<file path="src/rtl/dbg_loader_pkg.sv">
// Package: shared encodings for the debug block loader.
// Assumes 2-bit type and status fields as listed in the requirements.
package dbg_loader_pkg;
    typedef enum logic [1:0] {
        FT_INSN = 2'b00,
        FT_DATA = 2'b01,
        FT_CMD  = 2'b10,
        FT_RSVD = 2'b11
    } frame_kind_e;

    typedef enum logic [1:0] {
        RS_OK     = 2'b00,
        RS_SEQERR = 2'b01,
        RS_INT    = 2'b10,
        RS_NULL   = 2'b11
    } reply_e;

    typedef enum logic [1:0] {
        LM_IDLE   = 2'b00,
        LM_ARMED  = 2'b01,
        LM_ENDING = 2'b10
    } load_mode_e;
endpackage

</file>
<file path="src/rtl/dbg_frame_rx.sv">
// Frame receiver: collects 2 + PAY_W + 1 serial bits per frame.
// Pulses frm_vld for one cycle with the type and payload; the parity bit
// is counted but never stored. Drives the reply of the previous frame
// onto sdo during the first two strobes. Assumes the strobe is already
// synchronous to clk.
module dbg_frame_rx
    import dbg_loader_pkg::*;
#(
    parameter int PAY_W = 32
) (
    input  logic              clk,
    input  logic              rst_n,
    input  logic              sen,
    input  logic              sdi,
    input  reply_e            reply,
    output logic              sdo,
    output logic              frm_vld,
    output frame_kind_e       frm_kind,
    output logic [PAY_W-1:0]  frm_pay
);
    localparam int FRAME_W = PAY_W + 3;
    localparam int BODY_W  = PAY_W + 2;
    localparam int CNT_W   = $clog2(FRAME_W);

    logic [BODY_W-1:0] body;
    logic [CNT_W-1:0]  bit_cnt;

    // Shift in body bits, count strobes, publish the frame on the parity strobe.
    always_ff @(posedge clk) begin
        if (!rst_n) begin
            body     <= '0;
            bit_cnt  <= '0;
            frm_vld  <= 1'b0;
            frm_kind <= FT_INSN;
            frm_pay  <= '0;
        end else begin
            frm_vld <= 1'b0;
            if (sen) begin
                if (bit_cnt == CNT_W'(FRAME_W - 1)) begin
                    bit_cnt  <= '0;
                    frm_vld  <= 1'b1;
                    frm_kind <= frame_kind_e'(body[BODY_W-1 -: 2]);
                    frm_pay  <= body[PAY_W-1:0];
                end else begin
                    body    <= {body[BODY_W-2:0], sdi};
                    bit_cnt <= bit_cnt + 1'b1;
                end
            end
        end
    end

    // Reply bits go out MSB first on the first two strobes of a frame.
    always_comb begin
        if (bit_cnt == '0)
            sdo = reply[1];
        else if (bit_cnt == CNT_W'(1))
            sdo = reply[0];
        else
            sdo = 1'b0;
    end

    AST_CNT_RANGE: assert property (@(posedge clk) disable iff (!rst_n)
        bit_cnt < CNT_W'(FRAME_W));
    AST_VLD_PULSE: assert property (@(posedge clk) disable iff (!rst_n)
        frm_vld |=> !frm_vld);
endmodule

</file>
<file path="src/rtl/dbg_load_ctrl.sv">
// Loader control: mode machine, destination pointer, reply code and the
// must-restart flag. Acts once per completed frame and asks the store
// port for a write through wr_issue. Assumes PAY_W-wide data and ADDR_W
// not wider than PAY_W.
module dbg_load_ctrl
    import dbg_loader_pkg::*;
#(
    parameter int ADDR_W = 32,
    parameter int PAY_W  = 32,
    parameter int STEP   = 4
) (
    input  logic              clk,
    input  logic              rst_n,
    input  logic              frm_vld,
    input  frame_kind_e       frm_kind,
    input  logic [PAY_W-1:0]  frm_pay,
    input  logic              irq_pend,
    input  logic              wr_busy,
    output logic              wr_issue,
    output logic [ADDR_W-1:0] wr_addr,
    output logic [PAY_W-1:0]  wr_data,
    output reply_e            reply
);
    localparam logic [PAY_W-1:0] CMD_BEGIN = PAY_W'(1);
    localparam logic [PAY_W-1:0] CMD_CLOSE = PAY_W'(2);

    load_mode_e        mode;
    logic [ADDR_W-1:0] ptr;
    logic              restart_req;
    logic [ADDR_W-1:0] next_addr;
    logic              take_data;

    assign next_addr = ptr + ADDR_W'(STEP);
    assign take_data = frm_vld && !irq_pend && (frm_kind == FT_DATA) && !restart_req;

    // Store request for an armed data frame when the port is free.
    always_comb begin
        wr_issue = take_data && (mode == LM_ARMED) && !wr_busy;
        wr_addr  = next_addr;
        wr_data  = frm_pay;
    end

    // Per-frame update of mode, pointer, reply and restart flag.
    always_ff @(posedge clk) begin
        if (!rst_n) begin
            mode        <= LM_IDLE;
            ptr         <= '0;
            restart_req <= 1'b0;
            reply       <= RS_NULL;
        end else if (frm_vld) begin
            if (irq_pend) begin
                reply       <= RS_INT;
                restart_req <= 1'b1;
            end else begin
                case (frm_kind)
                    FT_DATA: begin
                        if (restart_req) begin
                            reply <= RS_SEQERR;
                        end else begin
                            case (mode)
                                LM_IDLE: begin
                                    ptr   <= ADDR_W'(frm_pay);
                                    reply <= RS_OK;
                                end
                                LM_ARMED: begin
                                    if (wr_busy) begin
                                        reply       <= RS_SEQERR;
                                        restart_req <= 1'b1;
                                    end else begin
                                        ptr   <= next_addr;
                                        reply <= RS_OK;
                                    end
                                end
                                default: begin
                                    mode  <= LM_IDLE;
                                    reply <= RS_OK;
                                end
                            endcase
                        end
                    end
                    FT_CMD: begin
                        restart_req <= 1'b0;
                        reply       <= RS_NULL;
                        if (frm_pay == CMD_BEGIN && mode == LM_IDLE)
                            mode <= LM_ARMED;
                        else if (frm_pay == CMD_CLOSE && mode == LM_ARMED)
                            mode <= LM_ENDING;
                    end
                    FT_INSN: begin
                        restart_req <= 1'b0;
                        reply       <= RS_NULL;
                    end
                    default: reply <= RS_NULL;
                endcase
            end
        end
    end

    AST_INT_NO_STORE: assert property (@(posedge clk) disable iff (!rst_n)
        (frm_vld && irq_pend) |-> !wr_issue);
    AST_INT_REPLY: assert property (@(posedge clk) disable iff (!rst_n)
        (frm_vld && irq_pend) |=> (reply == RS_INT));
    AST_PTR_QUIET: assert property (@(posedge clk) disable iff (!rst_n)
        !frm_vld |=> $stable(ptr));
    AST_RESTART_BLOCKS: assert property (@(posedge clk) disable iff (!rst_n)
        (frm_vld && restart_req && frm_kind == FT_DATA) |-> !wr_issue);
    AST_IDLE_NO_STORE: assert property (@(posedge clk) disable iff (!rst_n)
        (mode != LM_ARMED) |-> !wr_issue);
endmodule

</file>
<file path="src/rtl/dbg_store_port.sv">
// Store port: holds one write request until the memory accepts it.
// Assumes the controller issues only while busy is low.
module dbg_store_port #(
    parameter int ADDR_W = 32,
    parameter int DATA_W = 32
) (
    input  logic              clk,
    input  logic              rst_n,
    input  logic              issue,
    input  logic [ADDR_W-1:0] addr_in,
    input  logic [DATA_W-1:0] data_in,
    input  logic              mem_ready,
    output logic              mem_valid,
    output logic [ADDR_W-1:0] mem_addr,
    output logic [DATA_W-1:0] mem_data,
    output logic              busy
);
    // Capture a new request, or retire the held one on ready.
    always_ff @(posedge clk) begin
        if (!rst_n) begin
            mem_valid <= 1'b0;
            mem_addr  <= '0;
            mem_data  <= '0;
        end else if (issue) begin
            mem_valid <= 1'b1;
            mem_addr  <= addr_in;
            mem_data  <= data_in;
        end else if (mem_valid && mem_ready) begin
            mem_valid <= 1'b0;
        end
    end

    assign busy = mem_valid;

    AST_HOLD_REQ: assert property (@(posedge clk) disable iff (!rst_n)
        (mem_valid && !mem_ready) |=> (mem_valid && $stable(mem_addr) && $stable(mem_data)));
    AST_NO_OVERRUN: assert property (@(posedge clk) disable iff (!rst_n)
        issue |-> !mem_valid);
endmodule

</file>
<file path="src/rtl/dbg_block_loader.sv">
// Top: serial debug frames in, word stores out. Wires the frame
// receiver, loader control and store port. Assumes the serial strobe is
// synchronous to clk.
module dbg_block_loader
    import dbg_loader_pkg::*;
#(
    parameter int ADDR_W = 32,
    parameter int PAY_W  = 32,
    parameter int STEP   = 4
) (
    input  logic              clk,
    input  logic              rst_n,
    input  logic              dbg_sen,
    input  logic              dbg_sdi,
    output logic              dbg_sdo,
    input  logic              irq_pend,
    output logic              mem_valid,
    input  logic              mem_ready,
    output logic [ADDR_W-1:0] mem_addr,
    output logic [PAY_W-1:0]  mem_data
);
    reply_e            reply;
    logic              frm_vld;
    frame_kind_e       frm_kind;
    logic [PAY_W-1:0]  frm_pay;
    logic              wr_issue;
    logic              wr_busy;
    logic [ADDR_W-1:0] wr_addr;
    logic [PAY_W-1:0]  wr_data;

    dbg_frame_rx #(.PAY_W(PAY_W)) u_rx (
        .clk      (clk),
        .rst_n    (rst_n),
        .sen      (dbg_sen),
        .sdi      (dbg_sdi),
        .reply    (reply),
        .sdo      (dbg_sdo),
        .frm_vld  (frm_vld),
        .frm_kind (frm_kind),
        .frm_pay  (frm_pay)
    );

    dbg_load_ctrl #(.ADDR_W(ADDR_W), .PAY_W(PAY_W), .STEP(STEP)) u_ctrl (
        .clk      (clk),
        .rst_n    (rst_n),
        .frm_vld  (frm_vld),
        .frm_kind (frm_kind),
        .frm_pay  (frm_pay),
        .irq_pend (irq_pend),
        .wr_busy  (wr_busy),
        .wr_issue (wr_issue),
        .wr_addr  (wr_addr),
        .wr_data  (wr_data),
        .reply    (reply)
    );

    dbg_store_port #(.ADDR_W(ADDR_W), .DATA_W(PAY_W)) u_port (
        .clk       (clk),
        .rst_n     (rst_n),
        .issue     (wr_issue),
        .addr_in   (wr_addr),
        .data_in   (wr_data),
        .mem_ready (mem_ready),
        .mem_valid (mem_valid),
        .mem_addr  (mem_addr),
        .mem_data  (mem_data),
        .busy      (wr_busy)
    );

    AST_RESET_QUIET: assert property (@(posedge clk)
        !rst_n |=> !mem_valid);
endmodule

</file>
<file path="config.mk">
export PLATFORM = sky130hd
export DESIGN_NAME = dbg_block_loader
export DESIGN_NICKNAME = d
export VERILOG_FILES = /design/src/rtl/dbg_loader_pkg.sv /design/src/rtl/dbg_frame_rx.sv /design/src/rtl/dbg_load_ctrl.sv /design/src/rtl/dbg_store_port.sv /design/src/rtl/dbg_block_loader.sv
export SDC_FILE = /design/constraint.sdc
export NUM_CORES = 1
export LEC_CHECK = 0
export ABC_CLOCK_PERIOD_IN_PS = 4100
export CELL_PAD_IN_SITES_DETAIL_PLACEMENT = 2
export CELL_PAD_IN_SITES_GLOBAL_PLACEMENT = 2
export CORE_MARGIN = 5
export CORE_UTILIZATION = 41
export CTS_CLUSTER_DIAMETER = 30
export CTS_CLUSTER_SIZE = 14
export DETAILED_ROUTE_END_ITERATION = 12
export DONT_BUFFER_PORTS = 1
export GPL_TIMING_DRIVEN = 0
export PLACE_DENSITY = 0.91
export SLEW_MARGIN = 0
export SYNTH_ARGS = -nofsm -noshare
export SYNTH_HDL_FRONTEND = slang
export SYNTH_SLANG_ARGS = --single-unit
</file>
<file path="constraint.sdc">
create_clock -name clk -period 4.1 [get_ports clk]
set_clock_uncertainty 0.05 [all_clocks]
set_input_delay 0.615 -clock clk [delete_from_list [all_inputs] [get_ports clk]]
set_output_delay 0.615 -clock clk [all_outputs]
set_load 0.005 [all_outputs]
</file>
Word-level counts from Yosys, hierarchy flattened
Index checks and enable logic that the tools add are counted.
{"block": "classes", "n_reduce_logical": 26, "n_shift": 0, "mux": 23, "order_cmp": 0, "n_mul": 0, "n_addsub": 2, "eq_ne": 11, "bitwise_logic": 3, "div_mod_pow": 0}
{"op": "$pmux 32 s2", "n": 1}
{"op": "$add 32x3->32 const B", "n": 1}
{"op": "$eq 32x1->1 const B", "n": 1}
{"op": "$eq 32x2->1 const B", "n": 1}
{"op": "$mux 32", "n": 1}
{"op": "$mux 2", "n": 8}
{"op": "$reduce_and 6->1", "n": 2}
{"op": "$mux 1", "n": 10}
{"op": "$logic_and 1x1->1", "n": 8}
{"op": "$reduce_and 2->1", "n": 4}
{"op": "$add 6x1->6 const B", "n": 1}
{"op": "$eq 6x1->1 const B", "n": 1}
{"op": "$eq 6x6->1 const B", "n": 1}
{"op": "$logic_not 6->1", "n": 1}
{"op": "$mux 6", "n": 1}
{"op": "$ne 2x2->1 const B", "n": 3}
{"op": "$reduce_bool 2->1", "n": 3}
{"op": "$eq 2x1->1 const B", "n": 2}
{"op": "$logic_not 2->1", "n": 2}
{"op": "$pmux 2 s2", "n": 1}
{"op": "$reduce_or 2->1", "n": 2}
{"op": "$logic_not 1->1", "n": 3}
{"op": "$ne 3x1->1 const B", "n": 1}
{"op": "$not 1->1", "n": 3}
{"op": "other kinds (3)", "n": 3}
{"block": "word_totals", "latchBits": 0, "out_inout_bits": 66, "wordCells": 77, "ramBits": 0, "regBits": 177, "mem_count": 0, "rom_bits": 0}

Longest topological paths before layout
Gate-level depths: netlist of run 1.
{"block": "depth", "word_depth": 7, "mapped_depth": 8}

Hierarchy
A second synthesis of run 1 with hierarchy kept.
{"block": "unflattened", "hier_cells": 870, "area_unflattened_um2": 8209.1}
{"mod": "dbg_load_ctrl", "seq_area_each_um2": 740.7, "area_each_um2": 2939.1, "n_inst": 1, "cells_per_inst": 396}
{"mod": "dbg_frame_rx", "seq_area_each_um2": 1501.4, "area_each_um2": 2765.2, "n_inst": 1, "cells_per_inst": 264}
{"mod": "dbg_store_port", "seq_area_each_um2": 1301.2, "area_each_um2": 2504.9, "n_inst": 1, "cells_per_inst": 210}

Least setup slack after synthesis of run 1
No wires, ideal clock.
{"block": "synth_path", "path_type": "in2reg", "from": "input irq_pend", "to": "register u_port.mem_addr[14]", "t_arrival_ns": 2.012, "setup_time_ns": 0.122, "path_buffers": 3, "path_stages": 7, "slack_ns": 1.917, "required_time_ns": 3.928, "cell_sequence": "or3b_1 or3b_1 buf_2 nor2_8 buf_12 buf_2 a21oi_1"}
{"block": "synth_between", "elab_chain_len": 6}
{"item": "start: declaration", "line_no": "dbg_block_loader.sv:16", "rtl": "input logic irq_pend,"}
{"item": "$logic_not 1->1", "line_no": "dbg_load_ctrl.sv:34", "rtl": "assign take_data = frm_vld && !irq_pend && (frm_kind == FT_DATA) && !restart_req;"}
{"item": "$logic_and 1x1->1 (3 in series)", "line_no": "dbg_load_ctrl.sv:34"}
{"item": "$logic_and 1x1->1 (2 in series)", "line_no": "dbg_load_ctrl.sv:38", "rtl": "wr_issue = take_data && (mode == LM_ARMED) && !wr_busy;"}
{"item": "end signal: assignment", "line_no": "dbg_store_port.sv:26", "rtl": "mem_addr <= addr_in;"}
{"item": "end: declaration", "line_no": "dbg_store_port.sv:14", "rtl": "output logic [ADDR_W-1:0] mem_addr,"}
No other way between the ends.
A chain may end at the register's enable or synchronous reset.

Worst setup path in the final report of run 1
{"block": "layout_path", "from": "register u_ctrl.ptr[2]", "to": "register u_ctrl.ptr[18]"}
{"block": "layout_between", "elab_chain_len": 3}
{"item": "start: declaration", "line_no": "dbg_load_ctrl.sv:28", "rtl": "logic [ADDR_W-1:0] ptr;"}
{"item": "start signal: assignment", "line_no": "dbg_load_ctrl.sv:62", "rtl": "ptr <= ADDR_W'(frm_pay);"}
{"item": "start signal: assignment", "line_no": "dbg_load_ctrl.sv:70", "rtl": "ptr <= next_addr;"}
{"item": "$add 32x3->32", "line_no": "dbg_load_ctrl.sv:33", "rtl": "assign next_addr = ptr + ADDR_W'(STEP);"}
{"item": "$mux 32", "line_no": "dbg_load_ctrl.sv:66", "rtl": "if (wr_busy) begin"}
{"item": "$pmux 32 s2", "line_no": "dbg_load_ctrl.sv:60", "rtl": "case (mode)"}
No other way between the ends. The select of a mux whose other input is x is not followed.

==> results of run 1 <==
[kinds of logic after synthesis]
group | count (synthesis) | synth area share
compound gates | 237 | 0.198
xor+xnor | 27 | 0.0312
fa+ha+maj | 5 | 0.00826
buf+inv | 80 | 0.0531
flops | 177 | 0.468
mux | 3 | 0.00413
simple gates | 388 | 0.237
[how the worst max path moves through the flow]
stage	from	end	slack (ns)	depth (start not counted)
after CTS	u_ctrl.ptr[2]$_SDFFE_PN0P_	u_ctrl.ptr[18]$_SDFFE_PN0P_	1.08	7
after global routing	u_ctrl.ptr[2]$_SDFFE_PN0P_	u_port.mem_addr[18]$_SDFFE_PN0P_	0.96	7
after detailed placement	u_ctrl.ptr[2]$_SDFFE_PN0P_	u_ctrl.ptr[18]$_SDFFE_PN0P_	1.34	7
after floorplan	irq_pend	u_port.mem_addr[14]$_SDFFE_PN0P_	1.92	7
final	u_ctrl.ptr[2]$_SDFFE_PN0P_	u_ctrl.ptr[18]$_SDFFE_PN0P_	1.09	7
after global placement	u_ctrl.ptr[2]$_SDFFE_PN0P_	u_ctrl.ptr[18]$_SDFFE_PN0P_	1.36	7
[routing by layer]
metal / part of all wire / wire length (um)
met4: 0.049 / 1570
met3: 0.059 / 1890
met5: 0 / 0
met2: 0.51 / 16200
met1: 0.39 / 12300
[cell usage after synthesis, drive strengths merged (5+ instances only)]
cell,instances
o21ai,38
a21oi,143
and3,7
xor2,15
nand4,14
a311oi,8
dfxtp,177
nor4,15
inv,9
a211oi,12
xnor2,12
clkbuf,49
o22ai,6
nor3,20
and4,6
nor2,56
nand2,228
buf,22
nand3,16
o221ai,6
ha,5
[cell type report]
cell class / instances / area [um^2] / share of cell area
plain buffers: 71 / 368 / 0.0432
clock buffers: 19 / 433 / 0.0508
multi-input cells: 660 / 3620 / 0.425
inverters: 9 / 33.8 / 0.00396
clock inverters: 13 / 231 / 0.0272
well taps: 229 / 287 / 0.0336
flip-flops and latches: 177 / 3540 / 0.416
[worst register-to-register path, stage by stage, from the launching register on]
cell	delay (ns)
dfxtp_1	0.46
ha_1	0.20
clkbuf_1	0.39
inv_1	0.17
nor4_2	0.80
nand2_1	0.37
a211o_1	0.38
a21oi_1	0.12
[state kept, by name, indices dropped and copies added, names as in the netlist, 2 cells and up]
signal and count:
u_rx.frm_kind 2, u_ctrl.ptr 32, u_port.mem_data 32, u_rx.body 34, u_rx.bit_cnt 6, u_port.mem_addr 32, u_ctrl.reply 2, u_ctrl.mode 2
u_rx.frm_pay 32
[power groups by stage]
stage	sequential (W)	clock [W]	combinational [W]
after global placement	0.00176	0	0.0000746
after floorplan	0.00176	0	0.0000480
after global routing	0.00172	0.00201	0.0000869
after CTS	0.00172	0.00194	0.0000805
final	0.00172	0.00192	0.0000813
after detailed placement	0.00176	0	0.0000780
[per-stage QoR]
step,hold slack (ns),setup slack [ns],area (um^2),total power (W)
finish,0.251,1.09,8520,0.00372
global route,0.247,0.964,8520,0.00382
CTS,0.232,1.08,8520,0.00374
detailed placement,0.416,1.34,7860,0.00184
global placement,0.397,1.36,7860,0.00184
floorplan,0.382,1.92,7570,0.00181
[cells in the final DEF, fill, tap and decap left out, types with 5 or more instances in the layout]
cell type and count:
o21ai_0 38, xnor2_1 12, nand3_1 16, clkbuf_1 50
a21oi_2 32, clkbuf_16 17, nor2_1 55, a21oi_1 111
inv_1 9, nor3_1 20, and4_1 6, ha_1 5
buf_2 11, nand2_1 205, xor2_1 15, nor4_1 14
a211oi_1 8, o22ai_1 6, nand4_1 14, and3_1 7
o221ai_1 6, nand2_2 23, a311oi_1 8, dfxtp_1 177
bufinv_16 6
==> key figures, run 1 <==
Routing
  – WL/cell: 27.1 um
  – Routed WL: 32000 um
  – Drt pass-1 iters: 5
  – DR vias: 7273
  – Drt via density: 6.17
  – DRT antenna net count: 0
  – DRT iter0 DRCs: 414
  – Residual DRC: 0

Cells and area
  – Ant. Diodes: 0
  – Layout cell share with drive strength beyond 1: 0.121
  – Final core utilization: 0.471
  – Fillers: 1974
  – Final nets: 947
  – Area growth syn-to-layout: 12.6%
  – Final non-filler cell total: 1178

Clock network
  – Skew-Pair Late Insertion Delay: 0.46 ns
  – Clk sinks: 177
  – CTS tree: built
  – CTS root buf: clkbuf_16
  – H-tree Lvls: 4
  – Clk slew on worst S/H paths: 0.07 ns
  – CTS buffer count: 17
  – Post-CTS Hold Fix Bufs: 0
  – Worst-case clock buffer depth: 2
  – Post-CTS setup buffers: 0
  – # resized after CTS: 0

Power and ir drop
  – Sw Ratio: 0.226
  – Sw power: 0.000842 W
  – Int Pwr: 0.00288 W
  – Clock power share: 0.515
  – Peak VDD IR: 0.312 mV
  – Register share of total power: 0.463
  – PwrDens: 437 mW/mm^2
  – Leak: 2.73 nW
  – Combinational share of power: 0.022

Critical path
  – Critical path arrival: 3.36 ns
  – Critical path's slowest cell: nor4_2
  – Endpoint class of the critical path: flip-flop
  – Critical path class: reg2reg
  – Reg2reg end: u_ctrl.ptr[18]$_SDFFE_PN0P_
  – CP cell instances: ha_1 -> clkbuf_1 -> inv_1 -> nor4_2 -> nand2_1 -> a211o_1 -> a21oi_1
  – Slowest stage delay, CP: 0.80 ns
  – Crit path max-delay family: simple AND/OR/NAND/NOR gates
  – R2r setup slk: 1.09 ns
  – FF-to-FF Start: u_ctrl.ptr[2]$_SDFFE_PN0P_
  – Crit-path max FO: 8
  – CP Data Required Time: 4.44 ns
  – WP buf/inv: 2
  – R2R cell count: 7
  – Element type at the critical path start: flip-flop

Status
  – Status: finished, final reports clean

STA
  – Setup tns final: 0 ns
  – Finish-stage setup viols: 0
  – Worst-margin pin slew: 0.977 ns
  – Fmax: 332 MHz
  – Fin. max-slew vios: 0
  – Max-Slew Margin vs Limit: 0.343
  – Number of hold violations in the final report: 0
  – RSZ-0062 raised after global routing: false
  – Final period utilization: 0.734
  – Min Tclk post-route: 3.01 ns

Placement
  – DP HPWL: 20500 um
  – Placed Cells: 1146
  – Placer Congestion: 0.847
  – Number of I/O port buffers: 0

Yosys
  – Synth warn: 0
  – Yosys cell types: 60
  – Post-synthesis sequential area ratio: 0.468
  – Syn Area/Cell: 8.25 um^2
  – Synth async-reset ratio: 0
  – Synth Net Count: 928
  – #FFs+latches synth: 177
  – Cell taking the most area after synthesis: dfxtp_1
  – Synth Flop Type: dfxtp_1
  – Yosys top cell area share: 0.468
  – Synth top area cells: dfxtp_1 47%, nand2_1 10%, a21oi_1 7.3%
  – Post-synth EDFFs: 0
  – Post-Syn Area: 0.00757 mm^2
  – Gate Count Post-Synth: 917

Global route
  – Most used routing layer: met2
  – Met3 Use GR: 0.0900
  – First-pass GRT wire length: 49800 um
  – Vias in the first global route: 8185
  – Overall Global Routing Usage: 0.302
  – Antenna violations before repair: 0
  – Largest net degree at the start of global routing: 17
  – M1 GR Usage: 0.338
  – GRT overflow: 0
  – Met2 Resource Use GR: 0.523

Floorplan
  – Die Footprint: 0.0213 mm^2
  – Die W: 146 um
  – Starting Density: 0.419
  – Die H: 146 um
  – # IOs: 72
  – Row cnt: 49
  – Core Area: 0.0181 mm^2

Min path
  – Hold Path Class: in2reg
  – Hold_sp: dbg_sdi
  – Hold path depth: 2
  – Hold Path End: u_rx.body[0]$_SDFFE_PN0P_

Run
  – # Max-Cap Violations: 0
Power figures use the tool's default switching activity.
==> inputs of run 2 (changes only) <==
- ABC_CLOCK_PERIOD_IN_PS: 4100 -> 2700
- CORE_UTILIZATION: 41 -> 34
- PLACE_DENSITY: 0.91 -> 0.81
- clock period: 4.1 -> 2.7 ns (I/O delays scaled with it)
==> run 2 against run 1 <==
Net effect: die area grew 19%; clock power grew 39%; maximum frequency grew 18%; sequential power grew 52%; utilization shrank 8.0 points; via count shrank 5.5%; hold slack lost 0.20 ns; combinational power grew 49%; routed wire length shrank 14%.
==> key figures, run 2 (same netlist as run 1, synthesis figures left out) <==
Status
  – Status: finished, final reports clean

Clock network
  – CTS buffer count: 17 (unchanged)
  – Worst-case clock buffer depth: 2 (unchanged)
  – CTS tree: built
  – Skew-Pair Late Insertion Delay: 0.44 ns (-0.02 ns)
  – H-tree Lvls: 4 (unchanged)
  – Clk slew on worst S/H paths: 0.07 ns (about the same)
  – CTS root buf: clkbuf_16
  – Clk sinks: 177 (unchanged)
  – Post-CTS Hold Fix Bufs: 0 (unchanged)

Critical path
  – R2R cell count: 6 (-1)
  – CP most frequent cell: clkbuf_1
  – CP cell instances: or3b_1 -> or3_1 -> clkbuf_1 -> clkbuf_1 -> o21ai_0 -> a311oi_1
  – Critical path arrival: 2.82 ns (-0.54 ns)
  – R2r setup slk: 0.14 ns (-0.95 ns)
  – Critical path's slowest cell: dfxtp_1
  – Element type at the critical path start: flip-flop
  – CP Data Required Time: 2.96 ns (-1.48 ns)
  – Endpoint class of the critical path: flip-flop
  – Crit path max-delay family: simple AND/OR/NAND/NOR gates
  – WP buf/inv: 2 (unchanged)
  – Critical path class: reg2reg
  – Slowest stage delay, CP: 0.45 ns (-0.35 ns)
  – Crit-path max FO: 10 (+2)
  – Stages on worst setup path: 6 (-1)

Power and ir drop
  – Leak: 2.74 nW (+0.23%)
  – Peak VDD IR: 0.277 mV (-11%)
  – Pwr Total: 0.00540 W (+45%)
  – PwrDens: 631 mW/mm^2 (+44%)

Cells and area
  – Highest-count cells in the layout ignoring fill and taps: 205 x nand2_1, 177 x dfxtp_1, 111 x a21oi_1
  – Max FFs per register: 34 (unchanged)
  – Fillers: 2518 (+28%)
  – Most flops, register: u_rx.body
  – Flip-flop and latch area: 0.00354 mm^2 (unchanged)
  – Layout cell share with drive strength beyond 1: 0.125 (+0.00395)
  – Final core utilization: 0.391 (-0.0797)
  – Multi-input gate area: 0.00363 mm^2 (+0.24%)
  – Final nets: 950 (+0.32%)
  – Area growth syn-to-layout: 13.2%
  – Ant. Diodes: 0 (unchanged)
  – Commonest non-fill, non-tap cell in the layout: nand2_1

Global route
  – Largest net degree at the start of global routing: 17 (unchanged)
  – First-pass GRT wire length: 43600 um (-13%)
  – Vias in the first global route: 7356 (-10%)
  – GRT overflow: 0 (unchanged)
  – Antenna violations before repair: 0 (unchanged)
  – Overall Global Routing Usage: 0.214 (-0.0885)

STA
  – Hold WS: 0.0505 ns (-0.201 ns)
  – Fmax: 391 MHz (+18%)
  – Min Tclk post-route: 2.56 ns (-0.451 ns)
  – Max-Slew Margin vs Limit: 0.375 (+0.0325)
  – Fin. max-slew vios: 0 (unchanged)
  – Worst-margin pin slew: 0.937 ns (-0.0397 ns)
  – Setup tns final: 0 ns (unchanged)
  – Finish-stage setup viols: 0 (unchanged)
  – RSZ-0062 raised after global routing: false
  – PnR worst setup slack: 0.139 ns (-0.949 ns)
  – Number of hold violations in the final report: 0 (unchanged)
  – Final period utilization: 0.948 (+0.214)

Floorplan
  – Starting Density: 0.346 (-0.0727)
  – Die H: 159 um (+9.1%)
  – Row cnt: 54 (+10%)
  – Die W: 159 um (+9.1%)
  – Die Footprint: 0.0253 mm^2 (+19%)
  – # IOs: 72 (unchanged)
  – Core Area: 0.0219 mm^2 (+21%)

Placement
  – DP HPWL: 19500 um (-5.0%)
  – Setup WS pre-CTS: -0.0683 ns (-1.41 ns)
  – Number of I/O port buffers: 0 (unchanged)
  – Placer Congestion: 0.863 (+2.0%)

Routing
  – Residual DRC: 0 (unchanged)
  – WL/cell: 22.4 um (-18%)
  – DRT antenna net count: 0 (unchanged)
  – DRT iter0 DRCs: 346 (-16%)
  – Drt pass-1 iters: 4 (-1)
  – Routed WL: 27600 um (-14%)
  – Drt via density: 5.58 (-9.6%)
  – DR vias: 6872 (-5.5%)

Min path
  – Hold Path Class: in2reg
  – Hold path depth: 2 (unchanged)

Run
  – # Max-Cap Violations: 0 (unchanged)
run 2: per-layer routing:
metal / global-route usage / share of wire / up-vias
met5: 0 / 0 / -
met4: 0.0597 / 0.021 / 0
met3: 0.0422 / 0.044 / 48
met2: 0.378 / 0.51 / 148
met1: 0.265 / 0.43 / 3470
li1: - / - / 3206
run 2: report_power, final:
part / total [W] / leakage [nW] / internal [W] / switching, W
clock: 0.00267 / 0.289 / 0.00155 / 0.00112
sequential: 0.00262 / 1.43 / 0.00261 / 0.00000401
combinational: 0.000121 / 1.02 / 0.0000211 / 0.0000994
run 2: per-stage QoR:
stage          std cells  area, um^2
2_1_floorplan        917        7570
3_3_place_gp        1197        7920
3_5_place_dp        1197        7920
6_report            1231        8570
5_1_grt             1231        8570
4_1_cts             1228        8540
run 2: path summary, 6_finish.rpt:
check,from,endpoint
hold reg to reg,u_ctrl.ptr[1]$_SDFFE_PN0P_,u_port.mem_addr[1]$_SDFFE_PN0P_
setup / recovery,u_rx.frm_kind[0]$_SDFFE_PN0P_,u_ctrl.ptr[17]$_SDFFE_PN0P_
setup reg to reg,u_rx.frm_kind[0]$_SDFFE_PN0P_,u_ctrl.ptr[17]$_SDFFE_PN0P_
hold / removal,dbg_sdi,u_rx.body[0]$_SDFFE_PN0P_
run 2: area by class of cell:
class | instances | share of cell area
Sequential cell | 177 | 0.414
Timing Repair Buffer | 3 | 0.00263
Multi-Input combinational cell | 660 | 0.424
Tap cell | 280 | 0.0409
Inverter | 9 | 0.00394
Clock buffer | 18 | 0.0501
Buffer | 71 | 0.0431
Clock inverter | 13 | 0.0218
run 2: repair_timing:
item / 4_1_cts / 5_1_grt
pin swaps: 0 / 1
endpoints found under the setup margin: 4 / 5
resized for setup: 1 / 2
cloned: 0 / 0
buffers inserted: 0 / 3
==> inputs of run 3 (changes only) <==
- HOLD_SLACK_MARGIN: default -> 0.1
- PLACE_DENSITY: 0.81 -> default
- PLACE_DENSITY_LB_ADDON: default -> 0.1
==> run 3 against run 2 <==
Net effect: first-iteration DRC count shrank 14%; via count decreased by 1.7%; hold slack gained 0.085 ns; critical path depth stayed put; total power decreased by 5.2%; non-clock buffer count up 2; combinational power about the same; sequential power about the same; utilization fell by 0.21 points; sequential share of layout area increased by 0.22 points.
==> key figures, run 3 (same netlist as run 1, synthesis figures left out) <==
Power and ir drop
  – PwrDens: 601 mW/mm^2 (-4.7%)
  – Sw Ratio: 0.232 (+0.00605)
  – Peak VDD IR: 0.395 mV (+42%)
  – Sw power: 0.00119 W (-2.7%)
  – Leak: 2.72 nW (-0.85%)
  – Clock power share: 0.466 (-0.027)
  – Combinational share of power: 0.023 (about the same)
  – Int Pwr: 0.00393 W (-6.0%)
  – Register share of total power: 0.511 (+0.027)

Cells and area
  – Post-route cell area: 0.00852 mm^2 (-0.53%)
  – Final core utilization: 0.389 (-0.00206)
  – Final nets: 952 (+0.21%)
  – Highest-count cells in the layout ignoring fill and taps: 205 x nand2_1, 177 x dfxtp_1, 111 x a21oi_1
  – Ant. Diodes: 0 (unchanged)
  – Max FFs per register: 34 (unchanged)
  – Final non-filler cell total: 1233 (+0.16%)
  – Area growth syn-to-layout: 12.6%
  – Layout cell share with drive strength beyond 1: 0.123 (-0.00236)
  – Commonest non-fill, non-tap cell in the layout: nand2_1
  – Most flops, register: u_rx.body

Routing
  – Drt pass-1 iters: 4 (unchanged)
  – WL/cell: 21.9 um (-2.4%)
  – DRT iter0 DRCs: 298 (-14%)
  – Drt via density: 5.48 (-1.9%)
  – Residual DRC: 0 (unchanged)
  – DR vias: 6755 (-1.7%)
  – DRT antenna net count: 0 (unchanged)
  – Routed WL: 26900 um (-2.2%)

Global route
  – GRT overflow: 0 (unchanged)
  – Largest net degree at the start of global routing: 17 (unchanged)
  – Vias in the first global route: 7370 (+0.19%)
  – Overall Global Routing Usage: 0.211 (-0.00246)
  – First-pass GRT wire length: 42900 um (-1.6%)
  – Antenna violations before repair: 0 (unchanged)

Clock network
  – Clk sinks: 177 (unchanged)
  – H-tree Lvls: 4 (unchanged)
  – Worst-case clock buffer depth: 2 (unchanged)
  – Clk slew on worst S/H paths: 0.07 ns (about the same)
  – CTS root buf: clkbuf_16
  – CTS tree: built
  – CTS buffer count: 17 (unchanged)
  – Skew-Pair Late Insertion Delay: 0.44 ns (about the same)

Critical path
  – Crit-path max FO: 8 (-2)
  – Endpoint class of the critical path: flip-flop
  – Critical path arrival: 2.78 ns (-0.04 ns)
  – Critical path class: reg2reg
  – CP Data Required Time: 2.99 ns (+0.03 ns)
  – Element type at the critical path start: flip-flop

STA
  – Number of hold violations in the final report: 0 (unchanged)
  – Final period utilization: 0.922 (-0.0266)
  – Fmax: 402 MHz (+2.9%)
  – Finish-stage setup viols: 0 (unchanged)
  – Setup tns final: 0 ns (unchanged)
  – Min Tclk post-route: 2.49 ns (-0.0717 ns)
  – Worst-margin pin slew: 0.989 ns (+0.0522 ns)
  – Fin. max-slew vios: 0 (unchanged)
  – Max-Slew Margin vs Limit: 0.334 (-0.0409)
  – Hold WS: 0.136 ns (+0.0853 ns)
  – RSZ-0062 raised after global routing: false

Floorplan
  – Die Footprint: 0.0253 mm^2 (unchanged)
  – # IOs: 72 (unchanged)
  – Die H: 159 um (unchanged)
  – Starting Density: 0.346 (unchanged)
  – Row cnt: 54 (unchanged)
  – Core Area: 0.0219 mm^2 (unchanged)
  – Die W: 159 um (unchanged)

Min path
  – Hold Path Class: in2reg

Run
  – # Max-Cap Violations: 0 (unchanged)

Status
  – Status: finished, final reports clean

Placement
  – Placed Cells: 1197 (unchanged)
  – Number of I/O port buffers: 0 (unchanged)
  – Placer Congestion: 0.821 (-4.9%)
  – Cell Area, Placed: 0.00792 mm^2 (unchanged)
  – DP HPWL: 19900 um (+2.1%)
[run 3: changes by cell type in the layout (fill, tap and decap cells not counted), sizes merged]
cell,delta
inv,+1
dlygate4sd3,+2
bufinv,-3
clkbuf,+2
[run 3: worst paths after layout]
kind	from	to	slack (ns)	cells after the start
setup / recovery	u_ctrl.ptr[2]$_SDFFE_PN0P_	u_ctrl.ptr[28]$_SDFFE_PN0P_	0.21	6
hold / removal	irq_pend	u_ctrl.restart_req$_SDFFE_PN0P_	0.14	2
setup reg to reg	u_ctrl.ptr[2]$_SDFFE_PN0P_	u_ctrl.ptr[28]$_SDFFE_PN0P_	0.21	6
hold reg to reg	u_ctrl.ptr[0]$_SDFFE_PN0P_	u_port.mem_addr[0]$_SDFFE_PN0P_	0.41	2
[run 3: critical path, stage by stage, from the launching register on]
cell and delay (ns):
dfxtp_1 0.43, ha_1 0.18, clkbuf_1 0.36, nand2_1 0.32, nor4_1 0.68, nor3_1 0.13
a311oi_1 0.23
[run 3: final cells by class]
class	instances	area (um^2)
Clock inverter	11	105
Tap cell	280	350
Sequential cell	177	3540
Inverter	9	33.8
Buffer	71	368
Multi-Input combinational cell	660	3630
Timing Repair Buffer	5	42.5
Clock buffer	20	447
Fill cell	2516	13400
[run 3: what timing repair did]
action | 4_1_cts | 5_1_grt
resized for setup | 1 | 1
endpoints found under the setup margin | 6 | 4
endpoints found under the hold margin | 2 | 0
hold buffers | 2 | 0
setup buffers | 0 | 3
pin swaps | 0 | 1
[run 3: routing by layer]
layer	track usage	share of wire	up-vias
met2	0.374	0.50	111
met4	0.0585	0.017	0
met3	0.0412	0.037	29
li1	-	-	3230
met5	0	0	-
met1	0.262	0.44	3385
[run 3: metrics by stage]
step	setup slack [ns]	power, W
after floorplan	0.577	0.00275
after CTS	0.109	0.00517
after global routing	0.0308	0.00531
after global placement	-0.0638	0.00279
after detailed placement	-0.108	0.00279
final	0.211	0.00512
[run 3: power by group through the flow]
stage,clock (W),combinational [W],sequential (W)
after floorplan,0,0.0000729,0.00268
after global placement,0,0.000113,0.00268
after detailed placement,0,0.000118,0.00268
after CTS,0.00243,0.000121,0.00262
after global routing,0.00256,0.000131,0.00262
final,0.00238,0.000119,0.00262
